`config.mk`:
```
export PLATFORM = sky130hd
export DESIGN_NAME = rt_alarm_timer
export DESIGN_NICKNAME = d
export VERILOG_FILES = /design/src/rtl/rtt_pkg.sv /design/src/rtl/rtt_divider.sv /design/src/rtl/rtt_counter.sv /design/src/rtl/rtt_status.sv /design/src/rtl/rt_alarm_timer.sv
export SDC_FILE = /design/constraint.sdc
export NUM_CORES = 1
export LEC_CHECK = 0
export BUFFER_PORTS_ARGS = -buffer_cell sky130_fd_sc_hd__buf_2
export CORE_MARGIN = 1.5
export CORE_UTILIZATION = 25
export DETAILED_ROUTE_END_ITERATION = 6
export PLACE_DENSITY = 0.47
export SLEW_MARGIN = 20
export SYNTH_ARGS = -nofsm -noshare
export SYNTH_HDL_FRONTEND = slang
export SYNTH_HIERARCHICAL = 1
export SYNTH_SLANG_ARGS = --single-unit
```
`constraint.sdc`:
```
create_clock -name clk -period 9 [get_ports clk]
set_input_delay 0.45 -clock clk [delete_from_list [all_inputs] [get_ports clk]]
set_output_delay 0.45 -clock clk [all_outputs]
set_load 0.01 [all_outputs]
```
`src/rtl/rtt_pkg.sv`:
```
// Package: shared register addresses and flag indices for the alarm timer.
// Assumes a 32-bit register data path.
package rtt_pkg;
    localparam int REG_W = 32;

    typedef enum logic [1:0] {
        ADDR_MODE   = 2'd0,
        ADDR_ALARM  = 2'd1,
        ADDR_COUNT  = 2'd2,
        ADDR_STATUS = 2'd3
    } rtt_addr_e;

    localparam int FLAG_ALARM = 0;
    localparam int FLAG_TICK  = 1;
    localparam int NUM_FLAGS  = 2;
endpackage

```
`src/rtl/rtt_divider.sv`:
```
// Module: programmable slow-clock divider.
// Emits a one-cycle tick every `div` cycles while running; div==0 means 2**DIV_W.
// Assumes div is never 1 or 2 (the register stage sanitizes it).
module rtt_divider #(
    parameter int DIV_W = 16
) (
    input  logic             clk,
    input  logic             rst_n,
    input  logic             run,
    input  logic             restart,
    input  logic [DIV_W-1:0] div,
    output logic             tick
);
    logic [DIV_W-1:0] phase_q;
    logic [DIV_W-1:0] last;

    // Terminal phase: all ones for a divisor of zero, else div-1.
    always_comb begin
        if (div == '0) last = '1;
        else           last = div - 1'b1;
    end

    assign tick = run && !restart && (phase_q >= last);

    // Phase counter: cleared by restart, wraps at the terminal phase.
    always_ff @(posedge clk) begin
        if (!rst_n)        phase_q <= '0;
        else if (restart)  phase_q <= '0;
        else if (run) begin
            if (phase_q >= last) phase_q <= '0;
            else                 phase_q <= phase_q + 1'b1;
        end
    end

    p_tick_wraps_r2: assert property (@(posedge clk) disable iff (!rst_n)
        tick |=> (phase_q == '0));
    p_restart_phase_r5: assert property (@(posedge clk) disable iff (!rst_n)
        restart |=> (phase_q == '0));
endmodule

```
`src/rtl/rtt_counter.sv`:
```
// Module: elapsed-time counter with alarm match detection.
// Advances by one on `step`, wraps at its width. It reports a match event on
// the step whose new value equals `alarm`. Assumes `step` is already gated by
// run and restart.
module rtt_counter #(
    parameter int CNT_W = 32
) (
    input  logic             clk,
    input  logic             rst_n,
    input  logic             restart,
    input  logic             step,
    input  logic [CNT_W-1:0] alarm,
    output logic [CNT_W-1:0] count,
    output logic             match_evt
);
    logic [CNT_W-1:0] next_count;

    assign next_count = count + 1'b1;
    assign match_evt  = step && (next_count == alarm);

    // Count register: cleared by restart, incremented on each step.
    always_ff @(posedge clk) begin
        if (!rst_n)       count <= '0;
        else if (restart) count <= '0;
        else if (step)    count <= next_count;
    end

    p_restart_clears_r5: assert property (@(posedge clk) disable iff (!rst_n)
        restart |=> (count == '0));
    p_hold_without_step_r6: assert property (@(posedge clk) disable iff (!rst_n)
        (!step && !restart) |=> $stable(count));
    p_step_by_one_r2: assert property (@(posedge clk) disable iff (!rst_n)
        (step && !restart) |=> (count == $past(count) + 1'b1));
endmodule

```
`src/rtl/rtt_status.sv`:
```
// Module: sticky event flags with clear-on-read.
// A same-cycle event beats the clear. Assumes `clear` is a one-cycle strobe.
module rtt_status #(
    parameter int NFLAG = 2
) (
    input  logic             clk,
    input  logic             rst_n,
    input  logic [NFLAG-1:0] evt,
    input  logic             clear,
    output logic [NFLAG-1:0] flag
);
    for (genvar g = 0; g < NFLAG; g++) begin : g_flag
        // One sticky flag: set by its event, cleared by a status read.
        always_ff @(posedge clk) begin
            if (!rst_n)      flag[g] <= 1'b0;
            else if (evt[g]) flag[g] <= 1'b1;
            else if (clear)  flag[g] <= 1'b0;
        end

        p_event_wins_r9: assert property (@(posedge clk) disable iff (!rst_n)
            evt[g] |=> flag[g]);
        p_read_clears_r9: assert property (@(posedge clk) disable iff (!rst_n)
            (clear && !evt[g]) |=> !flag[g]);
        p_sticky_r9: assert property (@(posedge clk) disable iff (!rst_n)
            (flag[g] && !clear) |=> flag[g]);
    end
endmodule

```
`src/rtl/rt_alarm_timer.sv`:
```
// Module: top of the prescaled real-time alarm timer.
// Holds the mode and alarm registers, decodes register accesses and picks the
// counter source. It combines the flags into one interrupt.
// Assumes single-cycle read/write strobes on the slow clock domain.
module rt_alarm_timer #(
    parameter int DIV_W                 = 16,
    parameter int CNT_W                 = 32,
    parameter logic [DIV_W-1:0] DIV_RST = 16'h8000
) (
    input  logic        clk,
    input  logic        rst_n,
    input  logic        sec_pulse,
    input  logic        reg_wr,
    input  logic        reg_rd,
    input  logic [1:0]  reg_addr,
    input  logic [31:0] reg_wdata,
    output logic [31:0] reg_rdata,
    output logic        irq
);
    import rtt_pkg::*;

    localparam int HALT_B    = DIV_W;
    localparam int RESTART_B = DIV_W + 1;
    localparam int AIE_B     = DIV_W + 2;
    localparam int TIE_B     = DIV_W + 3;
    localparam int SEC_B     = DIV_W + 4;
    localparam int PAD_W     = REG_W - SEC_B - 1;

    logic [DIV_W-1:0] div_q;
    logic             halt_q, alm_ie_q, tick_ie_q, sec_src_q;
    logic [CNT_W-1:0] alarm_q;
    logic [CNT_W-1:0] count;
    logic             mode_wr, alarm_wr, status_rd, restart;
    logic             run, tick, step, match_evt;
    logic [NUM_FLAGS-1:0] evt, flag;
    logic [DIV_W-1:0] div_in;
    logic             unused_wdata_bits;

    assign unused_wdata_bits = ^reg_wdata[REG_W-1:SEC_B+1];

    assign mode_wr   = reg_wr && (reg_addr == ADDR_MODE);
    assign alarm_wr  = reg_wr && (reg_addr == ADDR_ALARM);
    assign status_rd = reg_rd && (reg_addr == ADDR_STATUS);
    assign restart   = mode_wr && reg_wdata[RESTART_B];
    assign run       = !halt_q;

    // Divisor sanitizer: the forbidden values 1 and 2 become 3.
    always_comb begin
        div_in = reg_wdata[DIV_W-1:0];
        if (div_in == DIV_W'(1) || div_in == DIV_W'(2)) div_in = DIV_W'(3);
    end

    // Mode register: divisor, halt, interrupt enables, source select.
    always_ff @(posedge clk) begin
        if (!rst_n) begin
            div_q     <= DIV_RST;
            halt_q    <= 1'b0;
            alm_ie_q  <= 1'b0;
            tick_ie_q <= 1'b0;
            sec_src_q <= 1'b0;
        end else if (mode_wr) begin
            div_q     <= div_in;
            halt_q    <= reg_wdata[HALT_B];
            alm_ie_q  <= reg_wdata[AIE_B];
            tick_ie_q <= reg_wdata[TIE_B];
            sec_src_q <= reg_wdata[SEC_B];
        end
    end

    // Alarm register: resets to all ones.
    always_ff @(posedge clk) begin
        if (!rst_n)        alarm_q <= '1;
        else if (alarm_wr) alarm_q <= reg_wdata[CNT_W-1:0];
    end

    rtt_divider #(.DIV_W(DIV_W)) u_div (
        .clk(clk), .rst_n(rst_n), .run(run), .restart(restart),
        .div(div_q), .tick(tick)
    );

    // Counter step source: divider tick or one-second enable.
    always_comb begin
        if (sec_src_q) step = run && !restart && sec_pulse;
        else           step = tick;
    end

    rtt_counter #(.CNT_W(CNT_W)) u_cnt (
        .clk(clk), .rst_n(rst_n), .restart(restart), .step(step),
        .alarm(alarm_q), .count(count), .match_evt(match_evt)
    );

    always_comb begin
        evt             = '0;
        evt[FLAG_ALARM] = match_evt;
        evt[FLAG_TICK]  = tick;
    end

    rtt_status #(.NFLAG(NUM_FLAGS)) u_stat (
        .clk(clk), .rst_n(rst_n), .evt(evt), .clear(status_rd), .flag(flag)
    );

    assign irq = (flag[FLAG_ALARM] && alm_ie_q) || (flag[FLAG_TICK] && tick_ie_q);

    // Read multiplexer: restart bit always reads back as zero.
    always_comb begin
        case (reg_addr)
            ADDR_MODE:  reg_rdata = {{PAD_W{1'b0}}, sec_src_q, tick_ie_q, alm_ie_q,
                                     1'b0, halt_q, div_q};
            ADDR_ALARM: reg_rdata = REG_W'(alarm_q);
            ADDR_COUNT: reg_rdata = REG_W'(count);
            default:    reg_rdata = REG_W'(flag);
        endcase
    end

    p_div_legal_r4: assert property (@(posedge clk) disable iff (!rst_n)
        (div_q != DIV_W'(1)) && (div_q != DIV_W'(2)));
    p_alarm_on_match_r8: assert property (@(posedge clk) disable iff (!rst_n)
        match_evt |=> (count == $past(alarm_q)));
    p_irq_masked_r10: assert property (@(posedge clk) disable iff (!rst_n)
        (!alm_ie_q && !tick_ie_q) |-> !irq);
    p_halt_freezes_r6: assert property (@(posedge clk) disable iff (!rst_n)
        (halt_q && !restart) |=> $stable(count));
endmodule

```
==> impl_metrics.toml, run 1 <==
[grt]
grt-busiest-layer = "met2"
use_met2_pct = 23.5
grt_pass1_wl_um = 31000
overflow = 0
grt_use_met1_pct = 22.4
met3_usage_pct = 2.37
antenna_found_initial = 0
grt_max_degree = 40
grt_use_total_pct = 15.4
grt_pass1_vias = 5380

[sta]
setup_violations = 0
rsz0062_at_grt = "false"
slew_headroom_pct = 28.2
timing.final.crit_share_pct = 65.5
final_max_slew_viol_count = 0
tightest_slew_ns = 1.08
fin_crit_ns = 5.89
hold_viol = 0
skew_ns = 0.0112
setup_tns_ns = 0
fmax_mhz = 170

[placement]
gp_congestion = 0.812
portBuffers = 71
hpwl_um = 14800

[critical_path]
critPathMaxFanout = 13
startpoint = "div_q[0]$_SDFFE_PN0P_"
crit_path_top_delay_cell = "or4_4"
rrSetupSlack_ns = 3.11
r2r.worst_path.cells = 21
worst_setup_path_end_kind = "register"
regToRegEndpoint = "u_stat/flag[0]$_SDFFE_PN0P_"
reg2reg_from = "div_q[0]$_SDFFE_PN0P_"
cp.arrival_ns = 6.19
crit_end = "u_stat/flag[0]$_SDFFE_PN0P_"
cp.required_ns = 9.30
critPathKind = "reg -> reg"
cp-start-kind = "register"
path_cells = "inv_1 > ha_1 > or4b_1 > or3_4 > or4_4 > a2111oi_0 > a21oi_1 > ha_1 > nand4_1 > nor3_1 > a211oi_1 > a311oi_1 > inv_1 > o22ai_2 > buf_4 > o2111ai_1 > nor3_1 > nand4_1 > nor4_1 > o2111a_1 > o21a_1"
critPathMaxStageDelay_ns = 0.52

[synth]
yosys-top-cells-area = "dfxtp_1 (32%), nand2_1 (9.4%), xor2_1 (7.1%), xnor2_1 (6.7%), nor2_1 (4.2%)"
yosys_register_bits = 102
ys.flop_type = "dfxtp_1"
yosys.area_share.simple_pct = 30.6
muxShareOfSynthArea_pct = 4.89
yosysWarnings = 6
synth.top_cells.by_count = "nand2_1 (158), dfxtp_1 (102), nor2_1 (70)"
syn_inst = 800
yosysSeqAreaShare_pct = 32.4
synth_top_area_share_pct = 32.4
yosysMostFrequentCell = "nand2_1"
synth_edf_count = 0
synth_area_mm2 = 0.00629
synth_area_per_cell_um2 = 7.87
synth_compound_area_share_pct = 10.0
yosysTopAreaCell = "dfxtp_1"
synth_top_family_by_area = "simple AND/OR/NAND/NOR gates"
synthAdderAreaFrac_pct = 3.78
synth_cell_type_count = 67
synth-xor-area-share_pct = 13.8
synth_nets = 858
async_flop_share_pct = 0

[power]
p_per_area_mw_per_mm2 = 150
vdd_drop_max_mv = 0.0889
leakage_nw = 2.86
power.total_mw = 1.09

[detailed_routing]
drt_wl_total_um = 19900
drt_iter0_drc = 444
ant_nets = 0
wire_per_inst_um = 17.0
vias_per_cell = 4.88
drtPass1Iterations = 5
drc = 0
vias = 5722

[clock_tree]
insertion_delay_ns = 0.35
cts_max_level = 3
hold_buffers = 0
cts_buffers = 9
cts_tree = "done"
max-clock-path-buffers = 2
clk_pin_slew_worst_paths_ns = 0.07
cts_root_buffer = "clkbuf_16"
cts_resized = 0
cts_setup_buffers = 0
cts_sinks = 102

[finish]
nets = 902
area_growth_syn_to_layout_pct = 14.9
drive_gt1_share_pct = 13.6
insertedDiodeCount = 0

[floorplan]
die_h_um = 162
rows = 57
dieArea_mm2 = 0.0261
start_util_pct = 25.7
design.portCount = 72
dieWidth_um = 162
core_region_area_mm2 = 0.0245

[hold_path]
min_path_type = "in -> reg"

[run]
maxCapViolCount = 0

[run_status]
status = "finished clean"
flip-flops by register name, summed over array words and instances (netlist names):
signal and flops:
u_div/phase_q 16, u_cnt/count 32, alarm_q 32, div_q 16, alm_ie_q 1, u_stat/flag 2
halt_q 1, sec_src_q 1, tick_ie_q 1
cells by family after synthesis:
kind of cell	after synthesis
multiplexers	28
adder cells (fa/ha/maj)	19
flip-flops	102
AO/OA/AOI/OAI	101
XOR/XNOR	99
AND/OR/NAND/NOR	390
buffers and inverters	61
metrics by stage:
| step | hold WS (ns) | utilization (%) | cell area (um2) | setup WS (ns) | std cells |
|---|---|---|---|---|---|
| after global placement | 0.481 | 28.1 | 6900 | 3.28 | 1157 |
| final | 0.312 | 29.5 | 7230 | 3.11 | 1172 |
| after global routing | 0.312 | 29.5 | 7230 | 2.68 | 1172 |
| after floorplan | 0.448 | - | 6290 | 4.21 | 800 |
| after CTS | 0.298 | 29.5 | 7230 | 3.13 | 1172 |
| after detailed placement | 0.482 | 28.1 | 6900 | 3.17 | 1157 |
worst max-delay path, delay by kind of cell, from the launching register on:
| family | cells | cell delay (ns) |
|---|---|---|
| buffers and inverters | 3 | 0.48 |
| AND/OR/NAND/NOR | 8 | 2.40 |
| AO/OA/AOI/OAI | 8 | 2.06 |
| adder cells (fa/ha/maj) | 2 | 0.51 |
| flip-flops | 1 | 0.37 |
layout make-up:
class,count,area [um2]
inverter,15,56.3
clock inverter,4,95.1
clock buffer,11,243
sequential,102,2040
fill,2751,17300
tap,324,405
multi-input combinational,637,3980
timing repair buffer,79,415
worst min path at each step:
| stage | to | depth (start not counted) | slack, ns | from |
|---|---|---|---|---|
| 6_report | alarm_q[28]$_SDFFE_PN1P_ | 3 | 0.31 | reg_wdata[28] |
| 5_1_grt | alarm_q[28]$_SDFFE_PN1P_ | 3 | 0.31 | reg_wdata[28] |
| 4_1_cts | alarm_q[22]$_SDFFE_PN1P_ | 3 | 0.30 | reg_wdata[22] |
| 3_5_place_dp | alm_ie_q$_SDFFE_PN0P_ | 2 | 0.48 | alm_ie_q$_SDFFE_PN0P_ |
| 3_3_place_gp | alm_ie_q$_SDFFE_PN0P_ | 2 | 0.48 | alm_ie_q$_SDFFE_PN0P_ |
| 2_1_floorplan | alm_ie_q$_SDFFE_PN0P_ | 2 | 0.45 | alm_ie_q$_SDFFE_PN0P_ |
cells in the final DEF, fill, tap and decap left out, types with 6 or more instances in the layout:
cell type,instances
mux2i_1,24
a21oi_1,34
nand4_1,25
clkbuf_16,9
ha_1,19
and3_1,7
inv_1,14
xor2_1,51
nor4_1,10
or3_1,7
nor2_1,70
nand2b_1,6
buf_2,71
nor3_1,17
buf_4,8
dfxtp_1,102
nand2_1,158
nand3_1,50
a22o_1,13
o21ai_0,28
xnor2_1,48
routing by layer:
metal | share of wire, % | vias to the layer above
met1 | 51 | 2717
li1 | - | 2860
met5 | 0 | -
met4 | 1.1 | 0
met3 | 4.4 | 15
met2 | 44 | 130
power breakdown:
part	internal (mW)	leakage (nW)	switching, mW
sequential	0.463	0.829	0.0172
combinational	0.0627	1.86	0.0886
clock	0.278	0.166	0.178
Note: power is estimated with default switching activity, not from simulation.
==> inputs of run 2 (changes only) <==
==> constraint.sdc (replaced) <==
create_clock -name clk -period 5.5 [get_ports clk]
set_input_delay 0.275 -clock clk [delete_from_list [all_inputs] [get_ports clk]]
set_output_delay 0.275 -clock clk [all_outputs]
set_load 0.01 [all_outputs]
==> impl_metrics.toml, run 2 (synthesized netlist as in run 1, its figures left out) <==
[run_status]
status = "finished clean"

[critical_path]
critical_path_buf_inv_count = 2
startpoint = "div_q[1]$_SDFFE_PN0P_"
critPathMaxStageDelay_ns = 0.52
critPathMaxFanout = 5
r2r.worst_path.cells = 20
rrSetupSlack_ns = 0.37
cp-start-kind = "register"
worst-path-stages = 20
crit_family = "simple AND/OR/NAND/NOR gates"
critPathKind = "reg -> reg"
worst_setup_path_end_kind = "register"
cp.required_ns = 5.79
regToRegEndpoint = "u_stat/flag[0]$_SDFFE_PN0P_"
path_cells = "inv_1 > ha_1 > or4b_1 > or3_4 > or4_4 > a2111oi_1 > a21oi_1 > ha_1 > nand4_1 > nor3_2 > a211oi_1 > a311oi_2 > inv_1 > o22ai_2 > o2111ai_1 > nor3_1 > nand4_1 > nor4_1 > o2111a_1 > o21a_1"
crit_end = "u_stat/flag[0]$_SDFFE_PN0P_"
reg2reg_from = "div_q[1]$_SDFFE_PN0P_"
crit_path_top_delay_cell = "or4_4"
cp.arrival_ns = 5.42

[clock_tree]
insertion_delay_ns = 0.35
cts_root_buffer = "clkbuf_16"
cts_buffers = 9
max-clock-path-buffers = 2
cts_sinks = 102
cts_max_level = 3
cts_tree = "done"
clk_pin_slew_worst_paths_ns = 0.07

[detailed_routing]
drc = 0
drt_iter0_drc = 307
drt_wl_total_um = 19800
vias = 5720
vias_per_cell = 4.85
wire_per_inst_um = 16.8
drtPass1Iterations = 5
ant_nets = 0

[run]
maxCapViolCount = 0

[sta]
hold_viol = 0
slew_headroom_pct = 40.0
tightest_slew_ns = 0.897
fin_crit_ns = 5.13
skew_ns = 0.00846
layout_setup_ws_ns = 0.367
setup_tns_ns = 0
rsz0062_at_grt = "false"
fmax_mhz = 195
setup_violations = 0
final_max_slew_viol_count = 0
timing.final.crit_share_pct = 93.3

[power]
leakage_nw = 2.88
vdd_drop_max_mv = 0.144
p_per_area_mw_per_mm2 = 234

[floorplan]
dieArea_mm2 = 0.0261
start_util_pct = 25.7
design.portCount = 72
die_h_um = 162
rows = 57
dieWidth_um = 162
core_region_area_mm2 = 0.0245

[finish]
final_common_cell = "nand2_1"
nets = 908
drive_gt1_share_pct = 14.5
area_growth_syn_to_layout_pct = 15.3
top_regs = "alarm_q: 32 flops, u_cnt/count: 32 flops"
layout_common_cells = "nand2_1 (158), dfxtp_1 (102), buf_2 (71), nor2_1 (70), xor2_1 (51)"
insertedDiodeCount = 0

[grt]
grt_pass1_wl_um = 31200
grt_use_met1_pct = 22.7
overflow = 0
grt_max_degree = 40
met3_usage_pct = 1.84
grt-busiest-layer = "met2"
antenna_found_initial = 0
grt_use_total_pct = 15.4
use_met2_pct = 23.6
grt_pass1_vias = 5434

[placement]
gp_congestion = 0.809
pre_cts_slack_ns = 0.193
hpwl_um = 14900
portBuffers = 71

[hold_path]
min_path_type = "in -> reg"
run 2: timing repair:
| item | CTS | global route |
|---|---|---|
| buffers inserted | 0 | 0 |
| hold buffers | 0 | 0 |
| setup endpoints to repair | 0 | 2 |
| gates resized for setup | 0 | 3 |
run 2: area by class of cell:
| cell class | count | area, um2 |
|---|---|---|
| timing repair buffer | 85 | 460 |
| tap | 324 | 405 |
| inverter | 15 | 56.3 |
| multi-input combinational | 637 | 3990 |
| clock inverter | 4 | 45.0 |
| clock buffer | 12 | 256 |
| sequential | 102 | 2040 |
| fill | 2737 | 17300 |
run 2: through the flow:
| step | hold slack [ns] | instances | power (mW) | util (%) | area, um2 |
|---|---|---|---|---|---|
| CTS | 0.126 | 1179 | 1.72 | 29.5 | 7240 |
| global route | 0.142 | 1179 | 1.78 | 29.6 | 7250 |
| finish | 0.135 | 1179 | 1.70 | 29.6 | 7250 |
| detailed placement | 0.476 | 1163 | 1.05 | 28.3 | 6940 |
| floorplan | 0.393 | 800 | 0.964 | - | 6290 |
| global placement | 0.473 | 1163 | 1.05 | 28.3 | 6940 |
run 2: worst min path at each step:
stage / endpoint / cells past startpoint / start / slack (ns)
2_1_floorplan: u_stat/flag[0]$_SDFFE_PN0P_ / 1 / rst_n / 0.39
3_3_place_gp: halt_q$_SDFFE_PN0P_ / 2 / halt_q$_SDFFE_PN0P_ / 0.47
3_5_place_dp: halt_q$_SDFFE_PN0P_ / 2 / halt_q$_SDFFE_PN0P_ / 0.48
4_1_cts: alarm_q[30]$_SDFFE_PN1P_ / 3 / reg_wdata[30] / 0.13
5_1_grt: alarm_q[22]$_SDFFE_PN1P_ / 3 / reg_wdata[22] / 0.14
6_report: alarm_q[29]$_SDFFE_PN1P_ / 3 / reg_wdata[29] / 0.13
run 2: report_power, final:
group | internal (mW) | total [mW] | switching (mW)
clock network | 0.376 | 0.663 | 0.287
registers | 0.758 | 0.785 | 0.0267
logic | 0.104 | 0.251 | 0.146
total | 1.24 | 1.70 | 0.460
run 2: worst min-delay path: stages:
cell and delay [ns]:
buf_2 0.07, nand2_1 0.04, nand3_1 0.06
run 2: routing by layer:
| metal | routed length, um | part of all wire [%] |
|---|---|---|
| met5 | 0 | 0 |
| met1 | 10000 | 51 |
| met2 | 8720 | 44 |
| met3 | 876 | 4.4 |
| met4 | 212 | 1.1 |
==> inputs of run 3 (changes only) <==
--- a/config.mk
+++ b/config.mk
@@ -8,6 +8,7 @@
 export BUFFER_PORTS_ARGS = -buffer_cell sky130_fd_sc_hd__buf_2
 export CORE_MARGIN = 1.5
 export CORE_UTILIZATION = 25
+export CTS_BUF_LIST = sky130_fd_sc_hd__clkbuf_4 sky130_fd_sc_hd__clkbuf_8 sky130_fd_sc_hd__clkbuf_16
 export DETAILED_ROUTE_END_ITERATION = 6
 export PLACE_DENSITY = 0.47
 export SLEW_MARGIN = 20
==> impl_metrics.toml, run 3 (synthesized netlist as in run 1, its figures left out) <==
[run_status]
status = "finished clean"

[detailed_routing]
drt_iter0_drc = 288
vias = 5694
vias_per_cell = 4.83
ant_nets = 0
drc = 0
drtPass1Iterations = 5
wire_per_inst_um = 16.8
drt_wl_total_um = 19900

[hold_path]
hp-start = "reg_wdata[29]"
min_path_cells = 3
min_path_type = "in -> reg"

[placement]
portBuffers = 71
gp_congestion = 0.809
hpwl_um = 14900
pre_cts_slack_ns = 0.193

[finish]
insertedDiodeCount = 0
area_growth_syn_to_layout_pct = 15.3
layout_common_cells = "nand2_1 (158), dfxtp_1 (102), buf_2 (71), nor2_1 (70), xor2_1 (51)"
fillCellCount = 2735
top_regs = "alarm_q: 32 flops, u_cnt/count: 32 flops"
final_common_cell = "nand2_1"
seq_area_mm2 = 0.00204
nets = 908
multi_input_area_mm2 = 0.00399
drive_gt1_share_pct = 14.6

[sta]
setup_violations = 0
slew_headroom_pct = 39.1
setup_tns_ns = 0
fmax_mhz = 195
tightest_slew_ns = 0.912
fin_crit_ns = 5.13
fin_hold_ws_ns = 0.135
final_max_slew_viol_count = 0
hold_viol = 0
layout_setup_ws_ns = 0.373
skew_ns = 0.00905
timing.final.crit_share_pct = 93.2
rsz0062_at_grt = "false"

[clock_tree]
clk_pin_slew_worst_paths_ns = 0.07
hold_buffers = 0
cts_setup_buffers = 0
cts_tree = "done"
cts_buffers = 9
max-clock-path-buffers = 2
insertion_delay_ns = 0.35
cts_root_buffer = "clkbuf_16"
cts_sinks = 102
cts_max_level = 3

[floorplan]
core_region_area_mm2 = 0.0245
design.portCount = 72
dieWidth_um = 162
rows = 57
dieArea_mm2 = 0.0261
start_util_pct = 25.7
die_h_um = 162

[critical_path]
critical_path_buf_inv_count = 2
path_cells = "inv_1 > ha_1 > or4b_1 > or3_4 > or4_4 > a2111oi_1 > a21oi_1 > ha_1 > nand4_1 > nor3_2 > a211oi_1 > a311oi_2 > inv_1 > o22ai_2 > o2111ai_1 > nor3_1 > nand4_1 > nor4_1 > o2111a_1 > o21a_1"
critPathMaxStageDelay_ns = 0.52
reg2reg_from = "div_q[1]$_SDFFE_PN0P_"
critPathMaxFanout = 5
r2r.worst_path.cells = 20
crit_family = "simple AND/OR/NAND/NOR gates"
startpoint = "div_q[1]$_SDFFE_PN0P_"
critPathKind = "reg -> reg"
cp.required_ns = 5.79
cp.arrival_ns = 5.42
cp-start-kind = "register"
crit_path_top_delay_cell = "or4_4"
worst_setup_path_end_kind = "register"
worst-path-stages = 20

[run]
maxCapViolCount = 0

[power]
leakage_nw = 2.88
p_per_area_mw_per_mm2 = 235
vdd_drop_max_mv = 0.144

[grt]
antenna_found_initial = 0
grt_pass1_wl_um = 31200
grt_use_total_pct = 15.4
overflow = 0
grt_pass1_vias = 5438
grt_max_degree = 40
==> run 3: layout make-up <==
| type | instances | area share, % |
|---|---|---|
| multi-input cells | 637 | 55.0 |
| flip-flops and latches | 102 | 28.1 |
| repair buffers | 85 | 6.34 |
| well taps | 324 | 5.59 |
| clock buffers | 12 | 3.59 |
| inverters | 15 | 0.776 |
| clock inverters | 4 | 0.621 |
==> run 3: power by group <==
| part | switching, mW | internal (mW) |
|---|---|---|
| logic | 0.147 | 0.104 |
| registers | 0.0267 | 0.758 |
| clock network | 0.287 | 0.381 |
| total | 0.460 | 1.24 |
==> run 3: metrics by stage <==
stage / total power [mW] / std cells / util (%) / area [um2]
global route: 1.79 / 1179 / 29.6 / 7260
global placement: 1.05 / 1163 / 28.3 / 6940
CTS: 1.73 / 1179 / 29.5 / 7250
finish: 1.70 / 1179 / 29.6 / 7260
detailed placement: 1.05 / 1163 / 28.3 / 6940
floorplan: 0.964 / 800 / - / 6290
==> run 3: final timing paths <==
check	endpoint	slack (ns)
setup / recovery	u_stat/flag[0]$_SDFFE_PN0P_	0.37
hold / removal	alarm_q[29]$_SDFFE_PN1P_	0.13
setup reg to reg	u_stat/flag[0]$_SDFFE_PN0P_	0.37
hold reg to reg	halt_q$_SDFFE_PN0P_	0.49
==> run 3: routing by layer <==
metal | share of wire, % | up-vias | routed length (um) | global-route usage [%]
met2 | 44 | 137 | 8690 | 23.6
met1 | 51 | 2681 | 10100 | 22.6
met5 | 0 | - | 0 | 0
met4 | 1.1 | 0 | 216 | 4.13
li1 | - | 2863 | - | -
met3 | 4.3 | 13 | 851 | 1.84
==> run 3: worst min-delay path, stage by stage <==
cell,delay (ns)
buf_2,0.07
nand2_1,0.04
nand3_1,0.06
==> run 3: timing repair <==
item	4_1_cts	5_1_grt
gates resized for setup	0	3
hold endpoints to repair	0	0
setup endpoints to repair	0	2
